`src/rtl/spp_pkg.sv`:
```
package spp_pkg;

   typedef enum logic [1:0] {
      SRC_OFF = 2'd0,
      SRC_SYS = 2'd1,
      SRC_FIX = 2'd2,
      SRC_EXT = 2'd3
   } src_sel_e;

   // word indices (byte address >> 2)
   localparam int W_CTRL       = 0;
   localparam int W_COUNT      = 1;
   localparam int W_PERIOD     = 2;
   localparam int W_START      = 3;
   localparam int W_GUARD      = 4;
   localparam int W_RELEASE    = 5;
   localparam int W_MASK       = 6;
   localparam int W_POL        = 7;
   localparam int W_CHMODE_BASE = 16;
   localparam int W_CHVAL_BASE  = 32;

   localparam int EN_LSB = 16;

endpackage

```
`src/rtl/spp_tick_gen.sv`:
```
module spp_tick_gen
   import spp_pkg::*;
#(
   parameter int PS_W = 3
) (
   input  logic            clk,
   input  logic            rst_n,
   input  src_sel_e        sel,
   input  logic [PS_W-1:0] ps,
   input  logic            fix_tick,
   input  logic            ext_tick,
   output logic            tick
);

   localparam int PRE_W = (1 << PS_W) - 1;

   logic             src;
   logic [PRE_W-1:0] pre_q;
   logic [PRE_W-1:0] pre_mask;

   always_comb begin
      case (sel)
         SRC_SYS: src = 1'b1;
         SRC_FIX: src = fix_tick;
         SRC_EXT: src = ext_tick;
         default: src = 1'b0;
      endcase
   end

   // low p bits all ones -> 2^p source ticks have elapsed
   assign pre_mask = ~({PRE_W{1'b1}} << ps);
   assign tick     = src && ((pre_q & pre_mask) == pre_mask);

   always_ff @(posedge clk) begin
      if (!rst_n)                pre_q <= '0;
      else if (sel == SRC_OFF)   pre_q <= '0;
      else if (src)              pre_q <= pre_q + 1'b1;
   end

endmodule

```
`src/rtl/spp_counter.sv`:
```
module spp_counter #(
   parameter int          CNT_W   = 16,
   parameter logic [15:0] MOD_RST = 16'hFFFF
) (
   input  logic             clk,
   input  logic             rst_n,
   input  logic             run,
   input  logic             tick,
   input  logic [CNT_W-1:0] start_val,
   input  logic [CNT_W-1:0] mod_buf,
   output logic [CNT_W-1:0] cnt,
   output logic [CNT_W-1:0] mod_act,
   output logic             load
);

   logic wrap;

   assign wrap = run && tick && (cnt >= mod_act);
   assign load = !run || wrap;

   always_ff @(posedge clk) begin
      if (!rst_n) begin
         cnt     <= '0;
         mod_act <= CNT_W'(MOD_RST);
      end else if (load) begin
         cnt     <= start_val;
         mod_act <= mod_buf;
      end else if (tick) begin
         cnt     <= cnt + 1'b1;
      end
   end

endmodule

```
`src/rtl/spp_channel.sv`:
```
module spp_channel #(
   parameter int CNT_W = 16
) (
   input  logic             clk,
   input  logic             rst_n,
   input  logic             load,
   input  logic [CNT_W-1:0] thr_buf,
   input  logic [CNT_W-1:0] cnt,
   input  logic [1:0]       mode,
   input  logic             en,
   input  logic             mask,
   input  logic             pol,
   output logic             out
);

   logic [CNT_W-1:0] thr_act;
   logic             raw;

   always_ff @(posedge clk) begin
      if (!rst_n)    thr_act <= '0;
      else if (load) thr_act <= thr_buf;
   end

   assign raw = (mode == 2'b11) && en && (cnt < thr_act);
   assign out = mask ? pol : (raw ^ pol);

endmodule

```
`src/rtl/shared_period_pwm.sv`:
```
module shared_period_pwm
   import spp_pkg::*;
#(
   parameter int          NCH        = 8,
   parameter int          CNT_W      = 16,
   parameter int          PS_W       = 3,
   parameter int          ADDR_W     = 8,
   parameter bit          CH_GATE_EN = 1'b1,
   parameter logic [15:0] MOD_RST    = 16'hFFFF
) (
   input  logic              clk,
   input  logic              rst_n,
   input  logic              fix_tick,
   input  logic              ext_tick,
   input  logic              bus_wr,
   input  logic [ADDR_W-1:0] bus_addr,
   input  logic [31:0]       bus_wdata,
   output logic [31:0]       bus_rdata,
   output logic [NCH-1:0]    pwm_out
);

   localparam int WORD_W = ADDR_W - 2;

   if (NCH < 1 || NCH > 16) begin : g_bad_nch
      $error("NCH must be 1..16");
   end
   if (CNT_W < 2 || CNT_W > 16) begin : g_bad_cnt
      $error("CNT_W must be 2..16");
   end
   if (PS_W < 1 || PS_W > 4) begin : g_bad_ps
      $error("PS_W must be 1..4");
   end
   if (ADDR_W < 8) begin : g_bad_addr
      $error("ADDR_W must be at least 8");
   end

   logic [WORD_W-1:0] word;
   logic              wr_open;
   logic              protect_q;
   src_sel_e          sel_q;
   logic [PS_W-1:0]   ps_q;
   logic [CNT_W-1:0]  mod_q;
   logic [CNT_W-1:0]  init_q;
   logic [NCH-1:0]    mask_q;
   logic [NCH-1:0]    pol_q;
   logic [1:0]        chmode_q [NCH];
   logic [CNT_W-1:0]  chval_q  [NCH];
   logic [NCH-1:0]    ch_en;
   logic              tick;
   logic              run;
   logic              load;
   logic [CNT_W-1:0]  cnt;
   logic [CNT_W-1:0]  mod_act;
   logic              unused_bits;

   assign word        = bus_addr[ADDR_W-1:2];
   assign wr_open     = bus_wr && !protect_q;
   assign run         = (sel_q != SRC_OFF);
   assign unused_bits = ^{bus_addr[1:0], bus_wdata};

   // protection latch
   always_ff @(posedge clk) begin
      if (!rst_n)
         protect_q <= 1'b1;
      else if (bus_wr && word == WORD_W'(W_GUARD) && bus_wdata[0])
         protect_q <= 1'b1;
      else if (bus_wr && word == WORD_W'(W_RELEASE) && bus_wdata[0])
         protect_q <= 1'b0;
   end

   // always-writable mask
   always_ff @(posedge clk) begin
      if (!rst_n)
         mask_q <= '1;
      else if (bus_wr && word == WORD_W'(W_MASK))
         mask_q <= bus_wdata[NCH-1:0];
   end

   // guarded setup registers
   always_ff @(posedge clk) begin
      if (!rst_n) begin
         sel_q  <= SRC_OFF;
         ps_q   <= '0;
         mod_q  <= CNT_W'(MOD_RST);
         init_q <= '0;
         pol_q  <= '0;
         for (int n = 0; n < NCH; n++) begin
            chmode_q[n] <= '0;
            chval_q[n]  <= '0;
         end
      end else if (wr_open) begin
         if (word == WORD_W'(W_CTRL)) begin
            sel_q <= src_sel_e'(bus_wdata[1:0]);
            ps_q  <= bus_wdata[2 +: PS_W];
         end
         if (word == WORD_W'(W_PERIOD)) mod_q  <= bus_wdata[CNT_W-1:0];
         if (word == WORD_W'(W_START))  init_q <= bus_wdata[CNT_W-1:0];
         if (word == WORD_W'(W_POL))    pol_q  <= bus_wdata[NCH-1:0];
         for (int n = 0; n < NCH; n++) begin
            if (word == WORD_W'(W_CHMODE_BASE + n)) chmode_q[n] <= bus_wdata[1:0];
            if (word == WORD_W'(W_CHVAL_BASE + n))  chval_q[n]  <= bus_wdata[CNT_W-1:0];
         end
      end
   end

   // optional per-channel enable bits
   if (CH_GATE_EN) begin : g_gate
      logic [NCH-1:0] en_q;
      always_ff @(posedge clk) begin
         if (!rst_n)
            en_q <= '0;
         else if (wr_open && word == WORD_W'(W_CTRL))
            en_q <= bus_wdata[EN_LSB +: NCH];
      end
      assign ch_en = en_q;
   end else begin : g_nogate
      assign ch_en = '1;
   end

   spp_tick_gen #(.PS_W(PS_W)) u_tick (
      .clk      (clk),
      .rst_n    (rst_n),
      .sel      (sel_q),
      .ps       (ps_q),
      .fix_tick (fix_tick),
      .ext_tick (ext_tick),
      .tick     (tick)
   );

   spp_counter #(.CNT_W(CNT_W), .MOD_RST(MOD_RST)) u_cnt (
      .clk       (clk),
      .rst_n     (rst_n),
      .run       (run),
      .tick      (tick),
      .start_val (init_q),
      .mod_buf   (mod_q),
      .cnt       (cnt),
      .mod_act   (mod_act),
      .load      (load)
   );

   for (genvar g = 0; g < NCH; g++) begin : g_ch
      spp_channel #(.CNT_W(CNT_W)) u_ch (
         .clk     (clk),
         .rst_n   (rst_n),
         .load    (load),
         .thr_buf (chval_q[g]),
         .cnt     (cnt),
         .mode    (chmode_q[g]),
         .en      (ch_en[g]),
         .mask    (mask_q[g]),
         .pol     (pol_q[g]),
         .out     (pwm_out[g])
      );
   end

   // read mux
   always_comb begin
      bus_rdata = '0;
      case (word)
         WORD_W'(W_CTRL): begin
            bus_rdata[1:0]            = sel_q;
            bus_rdata[2 +: PS_W]      = ps_q;
            bus_rdata[EN_LSB +: NCH]  = ch_en;
         end
         WORD_W'(W_COUNT):  bus_rdata[CNT_W-1:0] = cnt;
         WORD_W'(W_PERIOD): bus_rdata[CNT_W-1:0] = mod_q;
         WORD_W'(W_START):  bus_rdata[CNT_W-1:0] = init_q;
         WORD_W'(W_GUARD):  bus_rdata[0]         = protect_q;
         WORD_W'(W_MASK):   bus_rdata[NCH-1:0]   = mask_q;
         WORD_W'(W_POL):    bus_rdata[NCH-1:0]   = pol_q;
         default: begin
            for (int n = 0; n < NCH; n++) begin
               if (word == WORD_W'(W_CHMODE_BASE + n)) bus_rdata[1:0] = chmode_q[n];
               if (word == WORD_W'(W_CHVAL_BASE + n))  bus_rdata[CNT_W-1:0] = chval_q[n];
            end
         end
      endcase
   end

endmodule

```
`config.mk`:
```
export PLATFORM = sky130hd
export DESIGN_NAME = shared_period_pwm
export DESIGN_NICKNAME = d
export VERILOG_FILES = /design/src/rtl/spp_pkg.sv /design/src/rtl/spp_tick_gen.sv /design/src/rtl/spp_counter.sv /design/src/rtl/spp_channel.sv /design/src/rtl/shared_period_pwm.sv
export SDC_FILE = /design/constraint.sdc
export NUM_CORES = 1
export LEC_CHECK = 0
export BUFFER_PORTS_ARGS = -buffer_cell sky130_fd_sc_hd__buf_4
export CORE_ASPECT_RATIO = 0.7
export CORE_MARGIN = 2
export CORE_UTILIZATION = 40
export CTS_CLUSTER_SIZE = 8
export DETAILED_ROUTE_END_ITERATION = 10
export HOLD_SLACK_MARGIN = 0.03
export PLACE_DENSITY = 0.6
export SLEW_MARGIN = 20
export SYNTH_ARGS = -nofsm -noshare
export SYNTH_HDL_FRONTEND = slang
export SYNTH_SLANG_ARGS = --single-unit
```
`constraint.sdc`:
```
create_clock -name clk -period 6.2 [get_ports clk]
set_clock_uncertainty 0.15 [all_clocks]
set_input_delay 0.31 -clock clk [delete_from_list [all_inputs] [get_ports clk]]
set_output_delay 0.31 -clock clk [all_outputs]
set_load 0.01 [all_outputs]
```
After elaboration in Yosys (flattened, before gate mapping)
Memories as Yosys holds them, arrays and structs flattened. Cells that the tools add are included.

Bits in registers: 229. Bits in writable memories: 144. Bits of input ports: 45. Output and inout port bits: 40. Word-level logic and storage cells: 251. Memories: 2.

Add/sub/neg operators: 2. Magnitude comparators: 9. Equality and inequality tests: 35. Shift operators: 1. Multiplexer cells: 114. Bitwise gates (word level): 27. Reductions and logical operators: 42.

Memories: chval_q (depth 8, bits a word 16, read ports 8, clocked after memory_dff 0, wr ports 8, line shared_period_pwm.sv:47) `logic [CNT_W-1:0] chval_q [NCH];`; chmode_q (depth 8, bits a word 2, read ports 8, clocked after memory_dff 0, wr ports 8, line shared_period_pwm.sv:46) `logic [1:0] chmode_q [NCH];`.

Operator list (count): 2-to-1 mux 16 bit (19); less-than comparator 16 bit (8); 2-to-1 mux 1 bit (73); equality test 6 x 5 -> 1 bit (second input constant) (8); equality test 6 bit (second input constant) (8); 2-to-1 mux 2 bit (16); one-hot mux 8 bit (4 select lines) (1); one-hot mux 4 bit (7 select lines) (1); logical AND 1 bit (26); equality test 6 x 3 -> 1 bit (second input constant) (4); equality test 2 bit (second input constant) (10); one-hot mux 3 bit (6 select lines) (1); adder 16 x 1 -> 16 bit (second input constant) (1); >= comparator 16 bit (1); bitwise OR 1 bit (16); equality test 6 x 2 -> 1 bit (second input constant) (2); 2-to-1 mux 8 bit (1); AND reduction 2 bit (4); bitwise XOR 1 bit (8); adder 7 x 1 -> 7 bit (second input constant) (1); AND 7 bit (1); equality test 7 bit (1); NOT 7 bit (1); one-hot mux 1 bit (7 select lines) (1); 13 further kinds (17).

Longest topological paths before layout
Gate-level depths: netlist (run 1).

Word-level depth: 19. Depth in mapped cells: 12. Depth with buffers taken out: 8.

Modules after synthesis
From an unflattened synthesis (run 1), not the netlist that was laid out.

Cells, all modules: 2063. Area total of the unflattened synthesis: 19627.6 um^2.

Modules (own cells, without submodules): shared_period_pwm (times used 1, cells each 883, area an instance 9142.5 um^2, seq. area each 5565.3 um^2); spp_channel (times used 8, cells each 110, area an instance 1014.7 um^2, seq. area each 320.3 um^2); spp_counter (times used 1, cells each 252, area an instance 1948.1 um^2, seq. area each 640.6 um^2); spp_tick_gen (times used 1, cells each 48, area an instance 419.2 um^2, seq. area each 140.1 um^2).

Least setup slack after synthesis (run 1)
No wires, ideal clock.

Path type: input to register. From: in bus_addr[7]. To: mem chval_q[7][0], in the netlist chval_q[1][48], enable pin. Setup time: 411 ps. Arrival: 2644 ps. Required time: 5639 ps. Setup slack: 2994 ps. Stages: 8. Path buffers: 4. Path through: buf_2 nor2b_1 buf_2 and2_0 clkbuf_1 buf_4 nand2_1 o21ai_0.

RTL lines: from (decl) (line shared_period_pwm.sv:16) `input logic [ADDR_W-1:0] bus_addr,`; to (decl) (line shared_period_pwm.sv:47).

Final worst setup path (run 1)
From: reg u_cnt.cnt[0]. To: reg g_ch[0].u_ch.thr_act[15], read port of chval_q.

Longest elaborated chain between the ends: 3.

Ends and longest elaborated chain: from (decl) (line spp_counter.sv:11) `output logic [CNT_W-1:0] cnt,`; from (signal assigned) (line spp_counter.sv:26) `cnt <= start_val;`; from (signal assigned) (line spp_counter.sv:29) `cnt <= cnt + 1'b1;`; >= comparator 16 bit (line spp_counter.sv:18) `assign wrap = run && tick && (cnt >= mod_act);`; logical AND 1 bit (line spp_counter.sv:18); logical OR 1 bit (line spp_counter.sv:19) `assign load = !run || wrap;`; to (decl) (line spp_channel.sv:16) `logic [CNT_W-1:0] thr_act;`.

No other way between the ends. A chain may end at the register's enable or synchronous reset.

==> results.sh, run 1 <==
export IMPL_syn_avg_cell_area_um2=9.16
export IMPL_die_y_um=191
export IMPL_p_leak_nw=10.2
export IMPL_cts_max_path_buffers=3
export IMPL_io_pins=85
export IMPL_fill_cells=4761
export IMPL_netlist_instances=2179
export IMPL_drcViolationCount=0
export IMPL_final_cell_area_um2=22600
export IMPL_reg2reg_depth=10
export IMPL_clkTransAtPathRegs_ps=50
export IMPL_rsz0062_at_grt="false"
export IMPL_grt_first_pass_wirelength_mm=99.5
export IMPL_dr_pass1_iters=5
export IMPL_ys_ff_latch=373
export IMPL_drt_wl_total_mm=67.1
export IMPL_rrSetupSlack_ps=1700
export IMPL_busiest_layer="met1"
export IMPL_crit_end="g_ch[0].u_ch.thr_act[15]"
export IMPL_cap_violations=0
export IMPL_rows=68
export IMPL_finalCritPeriodShare_pct=72.6
export IMPL_critPathKind="reg2reg"
export IMPL_die_area_um2=51700
export IMPL_synth_edf_count=144
export IMPL_nets=2408
export IMPL_end_kind="register"
export IMPL_seq_area_frac_synth_pct=44.6
export IMPL_relSlewSlack_pct=22.2
export IMPL_met1_usage_pct=37.7
export IMPL_cts_root_buf="clkbuf_16"
export IMPL_grt_use_met3_pct=5.33
export IMPL_ys_flop_type="dfxtp_1"
export IMPL_cts_num_sinks=373
export IMPL_worst_hold_startpoint="bus_addr[2]"
export IMPL_hold_viol=0
export IMPL_core_area_um2=49300
export IMPL_grt_pass1_vias=15700
export IMPL_synth_warnings=0
export IMPL_cp_arrival_ps=4850
export IMPL_htree_levels=2
export IMPL_met2_usage_pct=37.5
export IMPL_start_kind="register"
export IMPL_vias_per_cell=5.66
export IMPL_yosys_top_cells_count="nand2_1, dfxtp_1, nor2_1"
export IMPL_synth_cell_type_count=78
export IMPL_clk_latency_ps=580
export IMPL_portBuffers=66
export IMPL_syn_area_um2=20000
export IMPL_peakVddDrop_v=0.000176
export IMPL_crit_fanout=52
export IMPL_cts_tree="yes"
export IMPL_grt_remaining_overflow=0
export IMPL_synth_top_area_share_pct=23.0
export IMPL_areaGrowthSynthToFinish_pct=13.4
export IMPL_post_drt_wl_per_cell_um=22.9
export IMPL_place_gp_congestion=0.912
export IMPL_synth_most_common_cell="nand2_1"
export IMPL_hp_class="in2reg"
export IMPL_grt_max_degree=218
export IMPL_cts_resized=0
export IMPL_timing_rr_end="g_ch[0].u_ch.thr_act[15]"
export IMPL_yosysTopAreaCell="dfxtp_1"
export IMPL_start_util_pct=40.5
export IMPL_place_area_um2=20900
export IMPL_track_usage_pct=25.7
export IMPL_synth_area_top_cells="dfxtp_1, edfxtp_1, ha_1"
export IMPL_vias=16600
export IMPL_die_x_um=271
export IMPL_final_util_pct=45.9
export IMPL_dp_hpwl_mm=46.3
export IMPL_drt_initial_drc_count=1827
export IMPL_drtAntennaViolNets=0
export IMPL_required_ps=6550
export IMPL_setup_viol=0
export IMPL_power_density_nw_per_um2=255
export IMPL_min_period_ps=4500
export IMPL_fin_setup_tns_ps=0
export IMPL_crit_start="u_cnt.cnt[0]"
export IMPL_max_freq_mhz=222
export IMPL_worst_pin_slew_ps=1170
export IMPL_numCtsBuffers=52
export IMPL_slew_viol_final=0
export IMPL_antenna_found_initial=1
export IMPL_finalWorstSetupSlack_ps=1700
export IMPL_async_flop_share_pct=0
export IMPL_place_ws_ps=1930
export IMPL_r2r_start="u_cnt.cnt[0]"
export IMPL_drive_above_1_share_pct=8.31
export IMPL_status="completed"
## state kept, by name (all words and copies together), names as in the netlist, 7 cells and up
signal and count:
init_q 16, g_ch.u_ch.thr_act 128, u_cnt.cnt 16, chmode_q 16
mask_q 8, ch_en 8, mod_q 16, chval_q 128
pol_q 8, u_tick.pre_q 7, u_cnt.mod_act 16
## where the power goes
group	switching, mW	internal [mW]	leakage (nW)	total (mW)
Clock	1.10	1.60	0.718	2.70
Sequential	0.0425	2.62	3.35	2.66
Combinational	0.275	0.131	6.13	0.406
Total	1.42	4.35	10.2	5.77
## cells in the final DEF (no fill, tap or decap), types with 5 or more instances in the layout
master and n:
clkbuf_1 35, nor4bb_1 6, nand3_1 79, conb_1 8, xor2_1 12, nand2_1 450, mux2i_1 158, and4b_1 6
dfxtp_1 229, a211oi_1 14, a221oi_1 6, and2_0 6, buf_4 97, mux4_2 16, and3_1 16, nand4_1 27
nor3_1 10, a21oi_1 99, o21ai_0 47, dlygate4sd3_1 26, nor4_1 22, o211ai_1 25, o21bai_1 7, inv_1 158
ha_1 138, o2111ai_1 6, nor2_1 177, nand2b_1 13, nor2b_1 13, o21a_1 14, nand4b_1 5, o22ai_1 16
a22oi_1 12, clkbuf_16 54, edfxtp_1 144, a21o_1 30
## routing by layer
metal / wire length, um / vias up
met1: 31000 / 8088
met2: 27900 / 713
li1: - / 7645
met4: 2030 / 0
met3: 6180 / 118
met5: 0 / -
## worst min path at each step
stage	depth (start not counted)	slack (ps)	end
floorplan	2	280	mod_q[0]
global placement	2	290	g_ch[3].u_ch.thr_act[15]
detailed placement	2	300	g_ch[3].u_ch.thr_act[9]
CTS	2	150	protect_q
global route	2	180	protect_q
finish	2	170	protect_q
## what timing repair did
action	in CTS	in global routing
buffers inserted	0	0
hold buffers	26	0
endpoints found under the hold margin	64	0
## stage by stage
| stage | power, mW | std cells | hold slack, ps |
|---|---|---|---|
| final | 5.77 | 2928 | 173 |
| after detailed placement | 3.10 | 2810 | 297 |
| after global routing | 5.94 | 2927 | 184 |
| after floorplan | 2.93 | 2186 | 284 |
| after CTS | 5.79 | 2927 | 146 |
| after global placement | 3.09 | 2810 | 292 |
## kinds of logic (layout without fill, tap and decap cells)
| kind of cell | count (synthesis) | in the layout | synth area share (%) |
|---|---|---|---|
| buffers and inverters | 300 | 376 | 6.87 |
| DFF | 373 | 373 | 44.6 |
| other | 1 | 9 | 0.0188 |
| xor gates and xnor gates | 14 | 14 | 0.614 |
| muxes | 176 | 176 | 9.84 |
| and+or+nand+nor | 853 | 853 | 18.7 |
| AOI/OAI and AO/OA | 324 | 324 | 10.6 |
| adders and majority gates | 138 | 138 | 8.65 |
## critical path, cell delays in order, from the launching register on
cell and delay [ps]:
dfxtp_1 880, inv_1 180, ha_1 320, nand2b_1 140
a2111oi_0 940, o311a_1 300, o31ai_4 60, buf_4 320
and2_4 410, buf_12 260, mux2i_1 280
## final cells by class
cell class | count | area [um^2] | area share, %
Tap cell | 665 | 832 | 3.68
Timing Repair Buffer | 127 | 1060 | 4.70
Multi-Input combinational cell | 1513 | 9720 | 43.0
Clock buffer | 89 | 1480 | 6.55
Clock inverter | 2 | 21.3 | 0.0940
Inverter | 158 | 593 | 2.62
Antenna cell | 1 | 2.50 | 0.0111
Sequential cell | 373 | 8910 | 39.4
Note: power is estimated with default switching activity, not from simulation.
==> run 2, diff against run 1 <==
--- a/config.mk
+++ b/config.mk
@@ -5,6 +5,7 @@
 export SDC_FILE = /design/constraint.sdc
 export NUM_CORES = 1
 export LEC_CHECK = 0
+export ABC_AREA = 1
 export BUFFER_PORTS_ARGS = -buffer_cell sky130_fd_sc_hd__buf_4
 export CORE_ASPECT_RATIO = 0.7
 export CORE_MARGIN = 2
==> constraint.sdc (replaced) <==
create_clock -name clk -period 4.37 [get_ports clk]
set_clock_uncertainty 0.15 [all_clocks]
set_input_delay 0.2185 -clock clk [delete_from_list [all_inputs] [get_ports clk]]
set_output_delay 0.2185 -clock clk [all_outputs]
set_load 0.01 [all_outputs]
==> run 2 against run 1 <==
Clock-buffer cell count shrank 3. Critical path type is now reg2out. Utilization rose by 0.49 points. Critical endpoint is now pwm_out[4]. Register-to-register slack got worse by 870 ps. Flip-flop and latch count did not move. Wire length decreased by 12%. First-iteration DRC count is 2.6% lower.
==> results.sh, run 2 <==
export IMPL_status="completed"
export IMPL_cts_root_buf="clkbuf_16"
export IMPL_rrSetupSlack_ps=830
export IMPL_io_pins=85
export IMPL_drive_above_1_share_pct=8.25
export IMPL_p_leak_nw=9.06
export IMPL_slew_viol_final=0
export IMPL_synth_edf_count=144
export IMPL_synth_cell_type_count=45
export IMPL_power_density_nw_per_um2=373
export IMPL_vias_per_cell=5.43
export IMPL_critPathKind="reg2out"
export IMPL_dr_pass1_iters=5
export IMPL_ys_ff_latch=373
export IMPL_synth_warnings=0
export IMPL_cts_tree="yes"
export IMPL_grt_max_degree=106
export IMPL_vias=16100
export IMPL_nets=2501
export IMPL_hp_class="in2reg"
export IMPL_final_util_pct=46.4
export IMPL_largest_registers="chval_q (128), g_ch.u_ch.thr_act (128)"
export IMPL_swShare_pct=23.3
export IMPL_rsz0062_at_grt="false"
export IMPL_grt_pass1_vias=15000
export IMPL_finalCritPeriodShare_pct=90.7
export IMPL_yosys_top_cells_count="nand2_1, a21oi_1, inv_1"
export IMPL_cap_violations=0
export IMPL_post_drt_wl_per_cell_um=19.9
export IMPL_areaGrowthSynthToFinish_pct=15.1
export IMPL_place_gp_congestion=0.876
export IMPL_relSlewSlack_pct=28.8
export IMPL_peakVddDrop_v=0.000272
export IMPL_finalWorstSetupSlack_ps=408
export IMPL_p_sw_mw=1.86
export IMPL_met2_usage_pct=33.5
export IMPL_p_comb_share_pct=5.5
export IMPL_seq_area_frac_synth_pct=47.8
export IMPL_setup_viol=0
export IMPL_clkTransAtPathRegs_ps=50
export IMPL_ys_flop_type="dfxtp_1"
export IMPL_met1_usage_pct=37.3
export IMPL_required_ps=4000
export IMPL_max_freq_mhz=252
export IMPL_portBuffers=66
export IMPL_antenna_found_initial=2
export IMPL_busiest_layer="met1"
export IMPL_end_kind="output port"
export IMPL_rows=66
export IMPL_pwr_share_clk_pct=47.4
export IMPL_core_area_um2=46200
export IMPL_die_area_um2=48300
export IMPL_worst_pin_slew_ps=1070
export IMPL_start_kind="register"
export IMPL_synth_top_area_share_pct=24.6
export IMPL_drcViolationCount=0
export IMPL_cts_num_sinks=373
export IMPL_die_y_um=185
export IMPL_start_util_pct=40.3
export IMPL_htree_levels=2
export IMPL_syn_area_um2=18600
export IMPL_yosysTopAreaCell="dfxtp_1"
export IMPL_die_x_um=262
export IMPL_drt_wl_total_mm=59.1
export IMPL_drtAntennaViolNets=0
export IMPL_drt_initial_drc_count=1779
export IMPL_synth_area_top_cells="dfxtp_1, edfxtp_1, ha_1"
export IMPL_dp_hpwl_mm=42.3
export IMPL_pwr_share_seq_pct=47.1
export IMPL_cts_resized=0
export IMPL_grt_use_met3_pct=6.67
export IMPL_syn_avg_cell_area_um2=8.37
export IMPL_async_flop_share_pct=0
export IMPL_min_period_ps=3960
export IMPL_grt_first_pass_wirelength_mm=88.7
export IMPL_layout_common_cells="nand2_1, a21oi_1, inv_1"
export IMPL_clk_latency_ps=570
export IMPL_cp_arrival_ps=3590
export IMPL_hold_viol=0
export IMPL_cts_max_path_buffers=3
export IMPL_track_usage_pct=24.4
export IMPL_numCtsBuffers=52
export IMPL_netlist_instances=2225
export IMPL_fin_setup_tns_ps=0
export IMPL_crit_fanout=13
export IMPL_internal_power_mw=6.12
export IMPL_synth_most_common_cell="nand2_1"
export IMPL_final_common_cell="nand2_1"
export IMPL_place_ws_ps=1030
export IMPL_fill_cells=4501
export IMPL_grt_remaining_overflow=0
[run 2: power groups by stage]
stage / clock (mW) / combinational [mW] / sequential, mW
floorplan: 0 / 0.242 / 3.82
global placement: 0 / 0.398 / 3.83
detailed placement: 0 / 0.409 / 3.83
CTS: 3.82 / 0.434 / 3.76
global route: 3.96 / 0.484 / 3.77
finish: 3.79 / 0.439 / 3.76
[run 2: cell type report]
class,count,area (um^2),area share (%)
clock inverters,2,21.3,0.0993
flip-flops and latches,373,8910,41.6
well taps,612,766,3.57
diodes,1,2.50,0.0117
multi-input cells,1487,8070,37.7
clock buffers,86,1470,6.87
inverters,262,988,4.61
repair buffers,142,1200,5.59
[run 2: logic make-up after synthesis]
logic type      count (synthesis)  synth area share (%)
simple gates                  757                  16.9
compound gates                565                  16.1
flops                         373                  47.8
buf+inv                       372                  8.99
fa+ha+maj                     138                  9.27
xor+xnor                       19                 0.894
other cells                     1                0.0201
[run 2: critical path, cell delays in order (launching register included)]
cell     delay [ps]
dfxtp_1         840
ha_1            360
a21oi_1         350
o21ai_0         200
nor3b_1         170
o21ai_0         170
nand3_1         240
nand2_1         130
nand2_1          90
xor2_1          280
buf_4           180
[run 2: path summary, 6_finish.rpt]
| check | startpoint | cells past startpoint | endpoint |
|---|---|---|---|
| hold reg to reg | g_ch[2].u_ch.thr_act[10] | 2 | g_ch[2].u_ch.thr_act[10] |
| setup reg to reg | u_cnt.cnt[1] | 15 | u_cnt.cnt[12] |
| hold / removal | bus_addr[6] | 5 | chmode_q[0][2] |
| setup / recovery | u_cnt.cnt[1] | 10 | pwm_out[4] |
[run 2: per-layer routing]
| metal | vias up | wire length [um] |
|---|---|---|
| li1 | 7673 | - |
| met2 | 716 | 23400 |
| met1 | 7630 | 28100 |
| met3 | 76 | 6580 |
| met4 | 0 | 1000 |
| met5 | - | 0 |
[run 2: repair_timing]
item                                    in CTS  in global routing
setup buffers                                0                  0
endpoints found under the setup margin       0                  0
endpoints found under the hold margin       96                  0
hold buffers                                36                  0
[run 2: per-stage QoR]
step	hold WS (ps)	instance area [um^2]	instances	total power, mW
3_3_place_gp	285	19600	2840	4.23
6_report	84.0	21400	2965	7.98
2_1_floorplan	182	18600	2232	4.06
3_5_place_dp	292	19600	2840	4.24
5_1_grt	143	21400	2964	8.21
4_1_cts	71.0	21400	2964	8.01
